<file path="config.mk">
export PLATFORM = sky130hd
export DESIGN_NAME = ac97_regif
export DESIGN_NICKNAME = d
export VERILOG_FILES = /design/src/rtl/ac97_pkg.sv /design/src/rtl/ac97_slot_timer.sv /design/src/rtl/ac97_tx_framer.sv /design/src/rtl/ac97_rx_gather.sv /design/src/rtl/ac97_regif.sv
export SDC_FILE = /design/constraint.sdc
export NUM_CORES = 1
export LEC_CHECK = 0
export ABC_AREA = 0
export ABC_CLOCK_PERIOD_IN_PS = 4300
export BUFFER_PORTS_ARGS = -buffer_cell sky130_fd_sc_hd__buf_2
export CORE_MARGIN = 4
export CORE_UTILIZATION = 45
export DETAILED_ROUTE_END_ITERATION = 16
export PLACE_DENSITY = 0.66
export SLEW_MARGIN = 15
export SYNTH_ARGS = -nofsm -noshare
export SYNTH_HDL_FRONTEND = slang
export SYNTH_SLANG_ARGS = --single-unit
</file>
<file path="constraint.sdc">
create_clock -name clk -period 4.3 [get_ports clk]
set_clock_uncertainty 0.2 [all_clocks]
set_input_delay 0.43 -clock clk [delete_from_list [all_inputs] [get_ports clk]]
set_output_delay 0.43 -clock clk [all_outputs]
set_load 0.05 [all_outputs]
</file>
<file path="src/rtl/ac97_pkg.sv">
package ac97_pkg;
    localparam int unsigned AC_TAG_W      = 16;
    localparam int unsigned AC_SLOT_W     = 20;
    localparam int unsigned AC_NUM_SLOTS  = 13;
    localparam int unsigned AC_ADDR_W     = 7;
    localparam int unsigned AC_DATA_W     = 16;
    localparam int unsigned AC_ADDR_SHIFT = 12;
    localparam int unsigned AC_DATA_SHIFT = 4;

    typedef enum logic [1:0] {
        ST_IDLE,
        ST_PENDING,
        ST_SENDING
    } link_state_e;
endpackage

</file>
<file path="src/rtl/ac97_slot_timer.sv">
module ac97_slot_timer #(
    parameter int unsigned TAG_W     = 16,
    parameter int unsigned SLOT_W    = 20,
    parameter int unsigned NUM_SLOTS = 13,
    localparam int unsigned SLOT_IDX_W = $clog2(NUM_SLOTS),
    localparam int unsigned BIT_IDX_W  = $clog2(SLOT_W)
) (
    input  logic                  clk,
    input  logic                  rst_n,
    output logic [SLOT_IDX_W-1:0] slot_idx,
    output logic [BIT_IDX_W-1:0]  bit_idx,
    output logic                  slot_last,
    output logic                  frame_last
);
    assign slot_last  = (bit_idx == ((slot_idx == '0) ? BIT_IDX_W'(TAG_W - 1)
                                                      : BIT_IDX_W'(SLOT_W - 1)));
    assign frame_last = slot_last && (slot_idx == SLOT_IDX_W'(NUM_SLOTS - 1));

    always_ff @(posedge clk) begin
        if (!rst_n) begin
            slot_idx <= '0;
            bit_idx  <= '0;
        end else if (slot_last) begin
            bit_idx  <= '0;
            slot_idx <= frame_last ? '0 : slot_idx + 1'b1;
        end else begin
            bit_idx  <= bit_idx + 1'b1;
        end
    end
endmodule

</file>
<file path="src/rtl/ac97_tx_framer.sv">
module ac97_tx_framer #(
    parameter int unsigned TAG_W      = 16,
    parameter int unsigned SLOT_W     = 20,
    parameter int unsigned NUM_SLOTS  = 13,
    parameter int unsigned ADDR_W     = 7,
    parameter int unsigned DATA_W     = 16,
    parameter int unsigned ADDR_SHIFT = 12,
    parameter int unsigned DATA_SHIFT = 4,
    localparam int unsigned SLOT_IDX_W = $clog2(NUM_SLOTS),
    localparam int unsigned BIT_IDX_W  = $clog2(SLOT_W)
) (
    input  logic [SLOT_IDX_W-1:0] slot_idx,
    input  logic [BIT_IDX_W-1:0]  bit_idx,
    input  logic                  cmd_active,
    input  logic                  cmd_write,
    input  logic [ADDR_W-1:0]     cmd_addr,
    input  logic [DATA_W-1:0]     cmd_data,
    output logic                  tx_bit
);
    logic [TAG_W-1:0]     tag_word;
    logic [SLOT_W-1:0]    slot_word;
    logic [BIT_IDX_W-1:0] bit_sel;

    always_comb begin
        tag_word            = '0;
        tag_word[TAG_W-1]   = 1'b1;
        tag_word[TAG_W-2]   = cmd_active;
        tag_word[TAG_W-3]   = cmd_active && cmd_write;
    end

    always_comb begin
        slot_word = '0;
        unique case (slot_idx)
            SLOT_IDX_W'(0): slot_word = SLOT_W'(tag_word) << (SLOT_W - TAG_W);
            SLOT_IDX_W'(1): begin
                if (cmd_active) begin
                    slot_word = SLOT_W'(cmd_addr) << ADDR_SHIFT;
                    slot_word[SLOT_W-1] = !cmd_write;
                end
            end
            SLOT_IDX_W'(2): begin
                if (cmd_active && cmd_write)
                    slot_word = SLOT_W'(cmd_data) << DATA_SHIFT;
            end
            default: slot_word = '0;
        endcase
    end

    assign bit_sel = BIT_IDX_W'(SLOT_W - 1) - bit_idx;
    assign tx_bit  = slot_word[bit_sel];
endmodule

</file>
<file path="src/rtl/ac97_rx_gather.sv">
module ac97_rx_gather #(
    parameter int unsigned TAG_W      = 16,
    parameter int unsigned SLOT_W     = 20,
    parameter int unsigned NUM_SLOTS  = 13,
    parameter int unsigned ADDR_W     = 7,
    parameter int unsigned DATA_W     = 16,
    parameter int unsigned ADDR_SHIFT = 12,
    parameter int unsigned DATA_SHIFT = 4,
    localparam int unsigned SLOT_IDX_W = $clog2(NUM_SLOTS),
    localparam int unsigned TAG_IDX_W  = $clog2(TAG_W)
) (
    input  logic                  clk,
    input  logic                  rst_n,
    input  logic                  rx_bit,
    input  logic [SLOT_IDX_W-1:0] slot_idx,
    input  logic                  slot_last,
    output logic [DATA_W-1:0]     rd_data,
    output logic [ADDR_W-1:0]     rd_addr,
    output logic                  stat_upd,
    output logic                  pcm_valid,
    output logic [SLOT_IDX_W-1:0] pcm_slot,
    output logic [SLOT_W-1:0]     pcm_data
);
    logic [SLOT_W-1:0] shift_q;
    logic [SLOT_W-1:0] word;
    logic [TAG_W-1:0]  rx_tag;
    logic              slot_ok;

    assign word    = {shift_q[SLOT_W-2:0], rx_bit};
    assign slot_ok = rx_tag[TAG_W-1] &&
                     rx_tag[TAG_IDX_W'(TAG_W - 1) - TAG_IDX_W'(slot_idx)];

    always_ff @(posedge clk) begin
        if (!rst_n) begin
            shift_q   <= '0;
            rx_tag    <= '0;
            rd_data   <= '0;
            rd_addr   <= '0;
            stat_upd  <= 1'b0;
            pcm_valid <= 1'b0;
            pcm_slot  <= '0;
            pcm_data  <= '0;
        end else begin
            shift_q   <= word;
            stat_upd  <= 1'b0;
            pcm_valid <= 1'b0;
            if (slot_last) begin
                if (slot_idx == '0) begin
                    rx_tag <= word[TAG_W-1:0];
                end else if (slot_ok) begin
                    if (slot_idx == SLOT_IDX_W'(1)) begin
                        rd_addr <= word[ADDR_SHIFT +: ADDR_W];
                    end else if (slot_idx == SLOT_IDX_W'(2)) begin
                        if (word[DATA_SHIFT +: DATA_W] != rd_data) begin
                            rd_data  <= word[DATA_SHIFT +: DATA_W];
                            stat_upd <= 1'b1;
                        end
                    end else begin
                        pcm_valid <= 1'b1;
                        pcm_slot  <= slot_idx;
                        pcm_data  <= word;
                    end
                end
            end
        end
    end
endmodule

</file>
<file path="src/rtl/ac97_regif.sv">
module ac97_regif
    import ac97_pkg::*;
#(
    parameter int unsigned TAG_W      = AC_TAG_W,
    parameter int unsigned SLOT_W     = AC_SLOT_W,
    parameter int unsigned NUM_SLOTS  = AC_NUM_SLOTS,
    parameter int unsigned ADDR_W     = AC_ADDR_W,
    parameter int unsigned DATA_W     = AC_DATA_W,
    parameter int unsigned ADDR_SHIFT = AC_ADDR_SHIFT,
    parameter int unsigned DATA_SHIFT = AC_DATA_SHIFT,
    localparam int unsigned SLOT_IDX_W = $clog2(NUM_SLOTS),
    localparam int unsigned BIT_IDX_W  = $clog2(SLOT_W)
) (
    input  logic                  clk,
    input  logic                  rst_n,
    input  logic                  req_valid,
    input  logic                  req_write,
    input  logic [ADDR_W:0]       req_addr,
    input  logic [DATA_W-1:0]     req_wdata,
    output logic                  busy,
    input  logic                  rx_bit,
    output logic                  tx_bit,
    output logic                  frame_sync,
    output logic [DATA_W-1:0]     rd_data,
    output logic [ADDR_W-1:0]     rd_addr,
    output logic                  stat_upd,
    output logic                  pcm_valid,
    output logic [SLOT_IDX_W-1:0] pcm_slot,
    output logic [SLOT_W-1:0]     pcm_data
);
    link_state_e           state_q, state_d;
    logic [SLOT_IDX_W-1:0] slot_idx;
    logic [BIT_IDX_W-1:0]  bit_idx;
    logic                  slot_last, frame_last;
    logic                  accept, cmd_active;
    logic                  cmd_write_q;
    logic [ADDR_W-1:0]     cmd_addr_q;
    logic [DATA_W-1:0]     cmd_data_q;

    ac97_slot_timer #(
        .TAG_W(TAG_W), .SLOT_W(SLOT_W), .NUM_SLOTS(NUM_SLOTS)
    ) u_timer (
        .clk(clk), .rst_n(rst_n), .slot_idx(slot_idx), .bit_idx(bit_idx),
        .slot_last(slot_last), .frame_last(frame_last)
    );

    // out-of-range writes never leave ST_IDLE
    assign accept = req_valid && !(req_write && req_addr[ADDR_W]);

    always_ff @(posedge clk) begin
        if (!rst_n) begin
            state_q     <= ST_IDLE;
            cmd_write_q <= 1'b0;
            cmd_addr_q  <= '0;
            cmd_data_q  <= '0;
        end else begin
            state_q <= state_d;
            if (state_q == ST_IDLE && accept) begin
                cmd_write_q <= req_write;
                cmd_addr_q  <= req_addr[ADDR_W-1:0];
                cmd_data_q  <= req_wdata;
            end
        end
    end

    always_comb begin
        state_d = state_q;
        unique case (state_q)
            ST_IDLE:    if (accept)     state_d = ST_PENDING;
            ST_PENDING: if (frame_last) state_d = ST_SENDING;
            ST_SENDING: if (frame_last) state_d = ST_IDLE;
            default:                    state_d = ST_IDLE;
        endcase
    end

    always_comb begin
        busy       = (state_q != ST_IDLE);
        cmd_active = (state_q == ST_SENDING);
        frame_sync = (slot_idx == '0);
    end

    ac97_tx_framer #(
        .TAG_W(TAG_W), .SLOT_W(SLOT_W), .NUM_SLOTS(NUM_SLOTS),
        .ADDR_W(ADDR_W), .DATA_W(DATA_W),
        .ADDR_SHIFT(ADDR_SHIFT), .DATA_SHIFT(DATA_SHIFT)
    ) u_tx (
        .slot_idx(slot_idx), .bit_idx(bit_idx), .cmd_active(cmd_active),
        .cmd_write(cmd_write_q), .cmd_addr(cmd_addr_q), .cmd_data(cmd_data_q),
        .tx_bit(tx_bit)
    );

    ac97_rx_gather #(
        .TAG_W(TAG_W), .SLOT_W(SLOT_W), .NUM_SLOTS(NUM_SLOTS),
        .ADDR_W(ADDR_W), .DATA_W(DATA_W),
        .ADDR_SHIFT(ADDR_SHIFT), .DATA_SHIFT(DATA_SHIFT)
    ) u_rx (
        .clk(clk), .rst_n(rst_n), .rx_bit(rx_bit), .slot_idx(slot_idx),
        .slot_last(slot_last), .rd_data(rd_data), .rd_addr(rd_addr),
        .stat_upd(stat_upd), .pcm_valid(pcm_valid), .pcm_slot(pcm_slot),
        .pcm_data(pcm_data)
    );
endmodule

</file>
==> flow_metrics.env, run 1 <==
export IMPL_dp_hpwl_um=7540
export IMPL_first_iter_violations=190
export IMPL_synth_edf_count=0
export IMPL_synthCells=539
export IMPL_syn_avg_cell_area_um2=9.464
export IMPL_fp_dieH_um=114.5
export IMPL_synth_top_area_share_pct=46.70
export IMPL_crit_fanout=12
export IMPL_cp_required_ps=3670
export IMPL_tritoncts="yes"
export IMPL_nets=645
export IMPL_ys_ff_latch=119
export IMPL_dp_cells=730
export IMPL_core_mm2=0.01098
export IMPL_hold_viol=0
export IMPL_cts_resized=0
export IMPL_finalSetupTns_ps=0
export IMPL_synth_fp_nets=575
export IMPL_antenna_found_initial=0
export IMPL_syn_cell_area_mm2=0.005101
export IMPL_fin_crit_ps=3625
export IMPL_grt_max_degree=120
export IMPL_grt_pass1_wl_um=18800
export IMPL_max_slew_margin_pct=28.55
export IMPL_grt_pass1_vias=3855
export IMPL_layout_cells_non_filler=762
export IMPL_yosysTopAreaCell="dfxtp_1"
export IMPL_gr_total_overflow=0
export IMPL_drt_pass1_iter_count=4
export IMPL_vias=3855
export IMPL_status="completed"
export IMPL_top_layer="met4"
export IMPL_wl_um=11160
export IMPL_synth_seq_area_share_pct=46.70
export IMPL_synthToLayoutAreaGrowth_pct=19.82
export IMPL_worstSetupPathType="register to output pin"
export IMPL_wl_met3_um=597
export IMPL_cts_root_buffer="clkbuf_16"
export IMPL_track_usage_pct=17.94
export IMPL_clock_latency_ps=410
export IMPL_holdBufCountCts=0
export IMPL_place_congestion=0.8873
export IMPL_drc=0
export IMPL_tightestPinTransition_ps=1072
export IMPL_portBuffers=80
export IMPL_synth_distinct_cells=50
export IMPL_cts_buffer_depth=2
export IMPL_ir_drop_mv=0.2264
export IMPL_htreeDepth=4
export IMPL_holdCritPathClass="input pin to register"
export IMPL_die_w_um=114.5
export IMPL_synth_ff_type="dfxtp_1"
export IMPL_clkSinkCount=119
export IMPL_async_flop_share_pct=0
export IMPL_cap_viol_max_count=0
export IMPL_io_pins=81
export IMPL_via_per_inst=5.059
export IMPL_die_area_mm2=0.01310
export IMPL_rsz0062_at_grt="false"
export IMPL_path_clk_slew_ps=60
export IMPL_worstSetupStartpointType="register"
export IMPL_final_layout_size_suffix_gt1_share_pct=20.74
export IMPL_cts_setup_buffers=0
export IMPL_finalMaxSlewViolations=0
export IMPL_initial_core_util_pct=46.45
export IMPL_detail_route_wl_per_cell_um=14.65
export IMPL_num_rows=38
export IMPL_synth_area_leaders="dfxtp_1 47%, mux2i_1 13%, nand2_1 9.6%, a21boi_0 3.7%, xnor2_1 3.3%"
export IMPL_powerDensity_mw_per_mm2=424.7
export IMPL_post_route_period_util_pct=84.30
export IMPL_met1_length_um=5144
export IMPL_final_common_cell="nand2_1"
export IMPL_p_leak_uw=0.002603
export IMPL_setup_violations=0
export IMPL_fmax_mhz=275.9
export IMPL_critical_path_endpoint_type="output pin"
export IMPL_postRouteAntennaNets=0
export IMPL_numCtsBuffers=17
export IMPL_cp_arrival_ps=2990
export IMPL_wl_met2_um=5211
export IMPL_synth_warnings=0
export IMPL_diodes=0
export IMPL_final_cell_mix="131 x nand2_1, 119 x dfxtp_1, 79 x buf_2"
## registers in the layout (all words and copies together), names as in the netlist, 4 cells and up
name,count
u_rx.pcm_slot,4
u_rx.rd_addr,7
cmd_data_q,16
u_rx.pcm_data,20
u_rx.rx_tag,16
u_timer.bit_idx,5
u_rx.shift_q,19
u_rx.rd_data,16
u_timer.slot_idx,4
cmd_addr_q,7
## critical path, cell delays in order, from the launching register on
cell	delay [ps]
dfxtp_1	620
inv_1	120
ha_1	360
o31ai_1	540
a2111oi_0	130
o41ai_1	380
o311ai_2	180
buf_2	250
## power by group
part | internal, µW | total, µW | leakage, µW | switching [µW]
Combinational | 40.3 | 107 | 0.00136 | 66.3
Sequential | 1120 | 1140 | 0.000963 | 18.1
Clock | 779 | 1350 | 0.000276 | 571
## kinds of logic after synthesis
group	share of synthesized area, %
compound gates	7.776
xor+xnor	3.949
fa+ha+maj	1.717
buf+inv	5.028
flops	46.70
mux	15.01
simple gates	19.82
## metal layers
layer,vias up,global-route usage (%)
li1,1951,-
met1,1795,23.06
met2,93,28.09
met3,16,5.285
met4,0,7.522
met5,-,0
## cell type report
type                    count  area (µm²)
fillers                   988        4871
inverters                  26       97.59
flip-flops and latches    119        2382
repair buffers             83       425.4
well taps                 140       175.2
clock inverters            14       130.1
multi-input cells         362        2462
clock buffers              18       439.2
## final timing paths
kind / from / slack, ps / to / cells past startpoint
min: rx_bit / 40 / u_rx.shift_q[0] / 3
max: u_timer.slot_idx[1] / 680 / tx_bit / 7
min reg2reg: u_rx.pcm_data[5] / 260 / u_rx.pcm_data[5] / 2
max reg2reg: u_timer.slot_idx[1] / 1290 / u_rx.pcm_data[17] / 7
## through the flow
step	util, %	total power (µW)	area (µm²)	setup slack [ps]	hold slack (ps)
3_3_place_gp	50.47	1269	5543	1250	240.2
6_report	55.65	2596	6112	675.1	39.81
2_1_floorplan	-	1236	5101	1145	227.2
3_5_place_dp	50.47	1271	5543	1125	244.6
4_1_cts	55.65	2631	6112	671.4	21.69
5_1_grt	55.65	2697	6112	401.3	52.42
## cells in the mapped netlist, types with 2 or more instances
cell and count:
inv_1 26, nand3b_1 2, nor2b_1 17, nor3b_1 3, xor2_1 4, a221oi_1 2, o21ai_0 5, and3_1 4
a21boi_0 25, ha_1 7, and2_1 3, buf_2 7, nor2_1 13, mux2i_1 66, buf_6 4, nor4_1 2
nand2b_1 3, clkbuf_1 21, xnor2_1 19, o21a_1 2, nand3_1 13, nand4_1 7, nand2_1 131, and3b_1 2
dfxtp_1 119, nor3_1 3, a311oi_1 2, a21oi_1 2, mux4_2 4
(Power assumes the default switching activity.)
==> inputs of run 2 (changes only) <==
Settings changed: ABC_CLOCK_PERIOD_IN_PS 4300 to 3700.
Clock period 4.3 ns to 3.7 ns, I/O delays scaled along.
==> flow_metrics.env, run 2 (synthesis gave the netlist of run 1 again) <==
export IMPL_status="completed"
export IMPL_synthToLayoutAreaGrowth_pct=21.27
export IMPL_crit_slowest_cell="nor4b_2"
export IMPL_fill_cells=988
export IMPL_crit_fanout=12
export IMPL_critical_path_endpoint_type="output pin"
export IMPL_clkSinkCount=119
export IMPL_min_to="cmd_data_q[13]"
export IMPL_tightestPinTransition_ps=921.2
export IMPL_finalMaxSlewViolations=0
export IMPL_core_mm2=0.01098
export IMPL_postRouteAntennaNets=0
export IMPL_reg_top3="u_rx.pcm_data: 20 flops, u_rx.shift_q: 19 flops"
export IMPL_seq_area_mm2=0.002384
export IMPL_io_pins=81
export IMPL_crit_chain="nor4b_2 > nand3_1 > a2111oi_0 > o41ai_1 > o311ai_2 > buf_2"
export IMPL_numCtsBuffers=17
export IMPL_r2r_end="u_rx.pcm_data[3]"
export IMPL_critPathLaunch="u_timer.slot_idx[3]"
export IMPL_antenna_found_initial=0
export IMPL_initial_core_util_pct=46.45
export IMPL_first_iter_violations=176
export IMPL_final_common_cell="nand2_1"
export IMPL_multi_input_area_mm2=0.002467
export IMPL_die_area_mm2=0.01310
export IMPL_worstSetupStartpointType="register"
export IMPL_holdPathStages=3
export IMPL_final_cell_mix="131 x nand2_1, 118 x dfxtp_1, 79 x buf_2"
export IMPL_grt_max_degree=74
export IMPL_nets=652
export IMPL_r2r_start="u_timer.slot_idx[0]"
export IMPL_r2r_cells=8
export IMPL_path_clk_slew_ps=50
export IMPL_die_w_um=114.5
export IMPL_clock_latency_ps=400
export IMPL_hold_start="req_wdata[13]"
export IMPL_largest_register_ffs=20
export IMPL_hold_viol=0
export IMPL_wl_um=11340
export IMPL_place_congestion=0.9017
export IMPL_critPathMaxStageDelay_ps=850
export IMPL_crit_family="simple AND/OR/NAND/NOR gates"
export IMPL_portBuffers=80
export IMPL_p_leak_uw=0.002641
export IMPL_fmax_mhz=289.5
export IMPL_via_per_inst=5.013
export IMPL_cp_required_ps=3130
export IMPL_dp_hpwl_um=7907
export IMPL_track_usage_pct=18.38
export IMPL_ir_drop_mv=0.2997
export IMPL_fp_dieH_um=114.5
export IMPL_cp_arrival_ps=2880
export IMPL_power_uw=3042
export IMPL_drc=0
export IMPL_max_slew_margin_pct=38.41
export IMPL_holdCritPathClass="input pin to register"
export IMPL_crit_buf_inv=1
export IMPL_cts_buffer_depth=2
export IMPL_num_rows=38
export IMPL_tritoncts="yes"
export IMPL_fin_crit_ps=3454
export IMPL_finalSetupTns_ps=0
export IMPL_powerDensity_mw_per_mm2=491.8
export IMPL_cap_viol_max_count=0
export IMPL_grt_pass1_wl_um=18990
export IMPL_diodes=0
export IMPL_grt_pass1_vias=3992
export IMPL_cts_setup_buffers=0
export IMPL_gr_total_overflow=0
export IMPL_reg2reg_slack_ps=920
export IMPL_htreeDepth=4
export IMPL_regMostFlops="u_rx.pcm_data"
export IMPL_detail_route_wl_per_cell_um=14.77
export IMPL_worstSetupPathType="register to output pin"
export IMPL_rsz0062_at_grt="false"
export IMPL_post_route_period_util_pct=93.35
export IMPL_setup_violations=0
export IMPL_cts_root_buffer="clkbuf_16"
export IMPL_drt_pass1_iter_count=4
export IMPL_final_layout_size_suffix_gt1_share_pct=20.70
export IMPL_vias=3850
-- run 2: through the flow --
stage	util, %	area, µm²	hold WS [ps]	setup slack [ps]	std cells
global route	56.32	6186	19.83	56.08	768
CTS	56.27	6180	1.451	166.6	768
detailed placement	50.74	5573	242.8	609.2	734
global placement	50.74	5573	240.9	770.6	734
finish	56.32	6186	16.92	246.1	768
floorplan	-	5101	227.2	605.0	539
-- run 2: how the worst max path moves through the flow --
stage	end	slack [ps]	depth (start not counted)
after CTS	tx_bit	170	7
after detailed placement	tx_bit	610	7
after global routing	tx_bit	60	6
final	tx_bit	250	6
after floorplan	tx_bit	600	9
after global placement	tx_bit	770	7
-- run 2: final cells by class --
class | instances | share of cell area (%)
clock buffers | 24 | 7.787
clock inverters | 7 | 1.537
inverters | 26 | 1.578
multi-input cells | 362 | 39.89
flip-flops and latches | 119 | 38.53
well taps | 140 | 2.832
repair buffers | 90 | 7.848
-- run 2: what timing repair did --
item	in CTS	in global routing
endpoints found under the setup margin	0	1
hold buffers	3	0
gates resized for setup	0	2
hold endpoints to repair	3	0
-- run 2: metal layers --
layer	vias up	GRT usage (%)	part of all wire (%)
li1	1954	-	-
met1	1793	21.32	43
met2	89	31.04	49
met3	14	6.554	6.4
met4	0	6.968	1.7
met5	-	0	0
-- run 2: report_power, final --
| part | internal [µW] | switching, µW | leakage [µW] |
|---|---|---|---|
| registers | 1310 | 21.7 | 0.000963 |
| logic | 50.1 | 79.0 | 0.00140 |
| clock network | 1040 | 547 | 0.000280 |
| total | 2390 | 647 | 0.00264 |
-- run 2: worst min-delay path, cell delays in order --
cell and delay, ps:
buf_2 90, nand2_1 40, a21boi_0 60
==> inputs of run 3 (changes only) <==
Settings changed: PLACE_DENSITY 0.66 to 0.77, RECOVER_POWER set to 50.
==> flow_metrics.env, run 3 (synthesis gave the netlist of run 1 again) <==
export IMPL_status="complete, but fails checks"
export IMPL_failed_checks="capacitance limit, slew limit"
export IMPL_nets=650
export IMPL_finalMaxSlewViolations=62
export IMPL_detail_route_wl_per_cell_um=15.18
export IMPL_grt_pass1_wl_um=19310
export IMPL_dp_hpwl_um=8085
export IMPL_grt_pass1_vias=3908
export IMPL_wl_um=11620
export IMPL_htreeDepth=4
export IMPL_reg_top3="u_rx.pcm_data: 20 flops, u_rx.shift_q: 19 flops"
export IMPL_max_slew_margin_pct=-26.44
export IMPL_postRouteAntennaNets=0
export IMPL_hold_viol=0
export IMPL_fp_dieH_um=114.5
export IMPL_powerDensity_mw_per_mm2=505.2
export IMPL_hold_start="req_wdata[14]"
export IMPL_tritoncts="yes"
export IMPL_worstSetupPathType="register to output pin"
export IMPL_cp_arrival_ps=2910
export IMPL_ir_drop_mv=0.3444
export IMPL_cts_root_buffer="clkbuf_16"
export IMPL_setup_ws_ps=217.8
export IMPL_cp_required_ps=3130
export IMPL_met1_usage_pct=22.69
export IMPL_rsz0062_at_grt="false"
export IMPL_tightestPinTransition_ps=1893
export IMPL_final_cell_mix="131 x nand2_1, 119 x dfxtp_1, 66 x mux2i_1"
export IMPL_die_area_mm2=0.01310
export IMPL_portBuffers=80
export IMPL_initial_core_util_pct=46.45
export IMPL_holdCritPathClass="input pin to register"
export IMPL_vias=3982
export IMPL_post_route_period_util_pct=94.11
export IMPL_final_common_cell="nand2_1"
export IMPL_p_leak_uw=0.002415
export IMPL_fmax_mhz=287.2
export IMPL_largest_register_ffs=20
export IMPL_finalSetupTns_ps=0
export IMPL_num_rows=38
export IMPL_gr_total_overflow=0
export IMPL_critical_path_endpoint_type="output pin"
export IMPL_regMostFlops="u_rx.pcm_data"
export IMPL_clkSinkCount=119
export IMPL_die_w_um=114.5
export IMPL_io_pins=81
export IMPL_track_usage_pct=18.57
export IMPL_setup_violations=0
export IMPL_core_mm2=0.01098
export IMPL_power_uw=3086
export IMPL_via_per_inst=5.205
export IMPL_grt_max_degree=62
export IMPL_cts_setup_buffers=0
export IMPL_top_usage_layer="met2"
export IMPL_post_place_ws_ps=602.1
export IMPL_antenna_found_initial=0
export IMPL_fin_crit_ps=3482
export IMPL_final_layout_size_suffix_gt1_share_pct=12.48
export IMPL_path_clk_slew_ps=60
export IMPL_drt_pass1_iter_count=6
export IMPL_clock_latency_ps=410
export IMPL_drc=0
export IMPL_place_congestion=0.9433
export IMPL_cts_buffer_depth=2
export IMPL_numCtsBuffers=17
export IMPL_worstSetupStartpointType="register"
export IMPL_grt_util_met3_pct=5.603
export IMPL_grtUsageMet2_pct=31.24
export IMPL_diodes=0
export IMPL_r2r_start="u_timer.slot_idx[0]"
export IMPL_final_core_util_pct=55.60
export IMPL_synthToLayoutAreaGrowth_pct=19.72
export IMPL_first_iter_violations=187
export IMPL_crit_fanout=9
export IMPL_critPathLaunch="u_timer.slot_idx[0]"
export IMPL_cap_viol_max_count=1
==> run 3: changes by cell type in the layout (fill, tap and decap cells not counted) <==
cell            before  now
buf_2               79   29
clkbuf_1             4   53
buf_4                8    5
clkbuf_8             3    0
dlygate4sd3_1        3    1
bufinv_16            2    3
clkinv_2             2    3
clkinv_4             2    3
clkinvlp_4           1    2
dfxtp_1            118  119
dfxtp_2              1    0
dlymetal6s2s_1       0    1
inv_6                0    1
==> run 3: worst paths after layout <==
path                        to  slack, ps  depth (start not counted)
max                     tx_bit        220                          8
min             cmd_data_q[14]         10                          3
max reg2reg  u_rx.pcm_data[18]        790                          8
min reg2reg  u_rx.pcm_data[15]        260                          2
==> run 3: repair_timing <==
action                     4_1_cts  5_1_grt
resized for setup                0        1
hold buffers                     1        0
hold endpoints to repair         1        0
setup endpoints to repair        0        1
==> run 3: cell type report <==
| cell class | count | area, µm² |
|---|---|---|
| sequential | 119 | 2382 |
| fill | 956 | 4876 |
| timing repair buffer | 88 | 400.4 |
| inverter | 26 | 97.59 |
| multi-input combinational | 362 | 2467 |
| clock buffer | 18 | 429.2 |
| clock inverter | 12 | 155.1 |
| tap | 140 | 175.2 |
==> run 3: where the power goes <==
group | switching, µW | internal, µW
clock network | 582 | 1050
logic | 78.4 | 48.2
registers | 21.9 | 1300
==> run 3: worst max-delay path, cell delays in order, from the launching register on <==
cell and delay [ps]:
dfxtp_1 530, inv_1 190, ha_1 280, and2_1 250, a221oi_1 290, nor3_1 80, o41ai_1 430, o311ai_2 180
buf_2 250
==> run 3: stage by stage <==
step	cells	hold slack, ps	area (µm²)
floorplan	539	227.2	5101
global placement	734	241.0	5583
detailed placement	734	244.5	5583
CTS	765	8.570	6177
global route	765	30.13	6107
finish	765	14.61	6107
==> run 3: per-layer routing <==
layer / vias up / share of wire [%]
met1: 1890 / 42
li1: 1950 / -
met4: 0 / 1.2
met2: 124 / 51
met5: - / 0
met3: 18 / 6.0
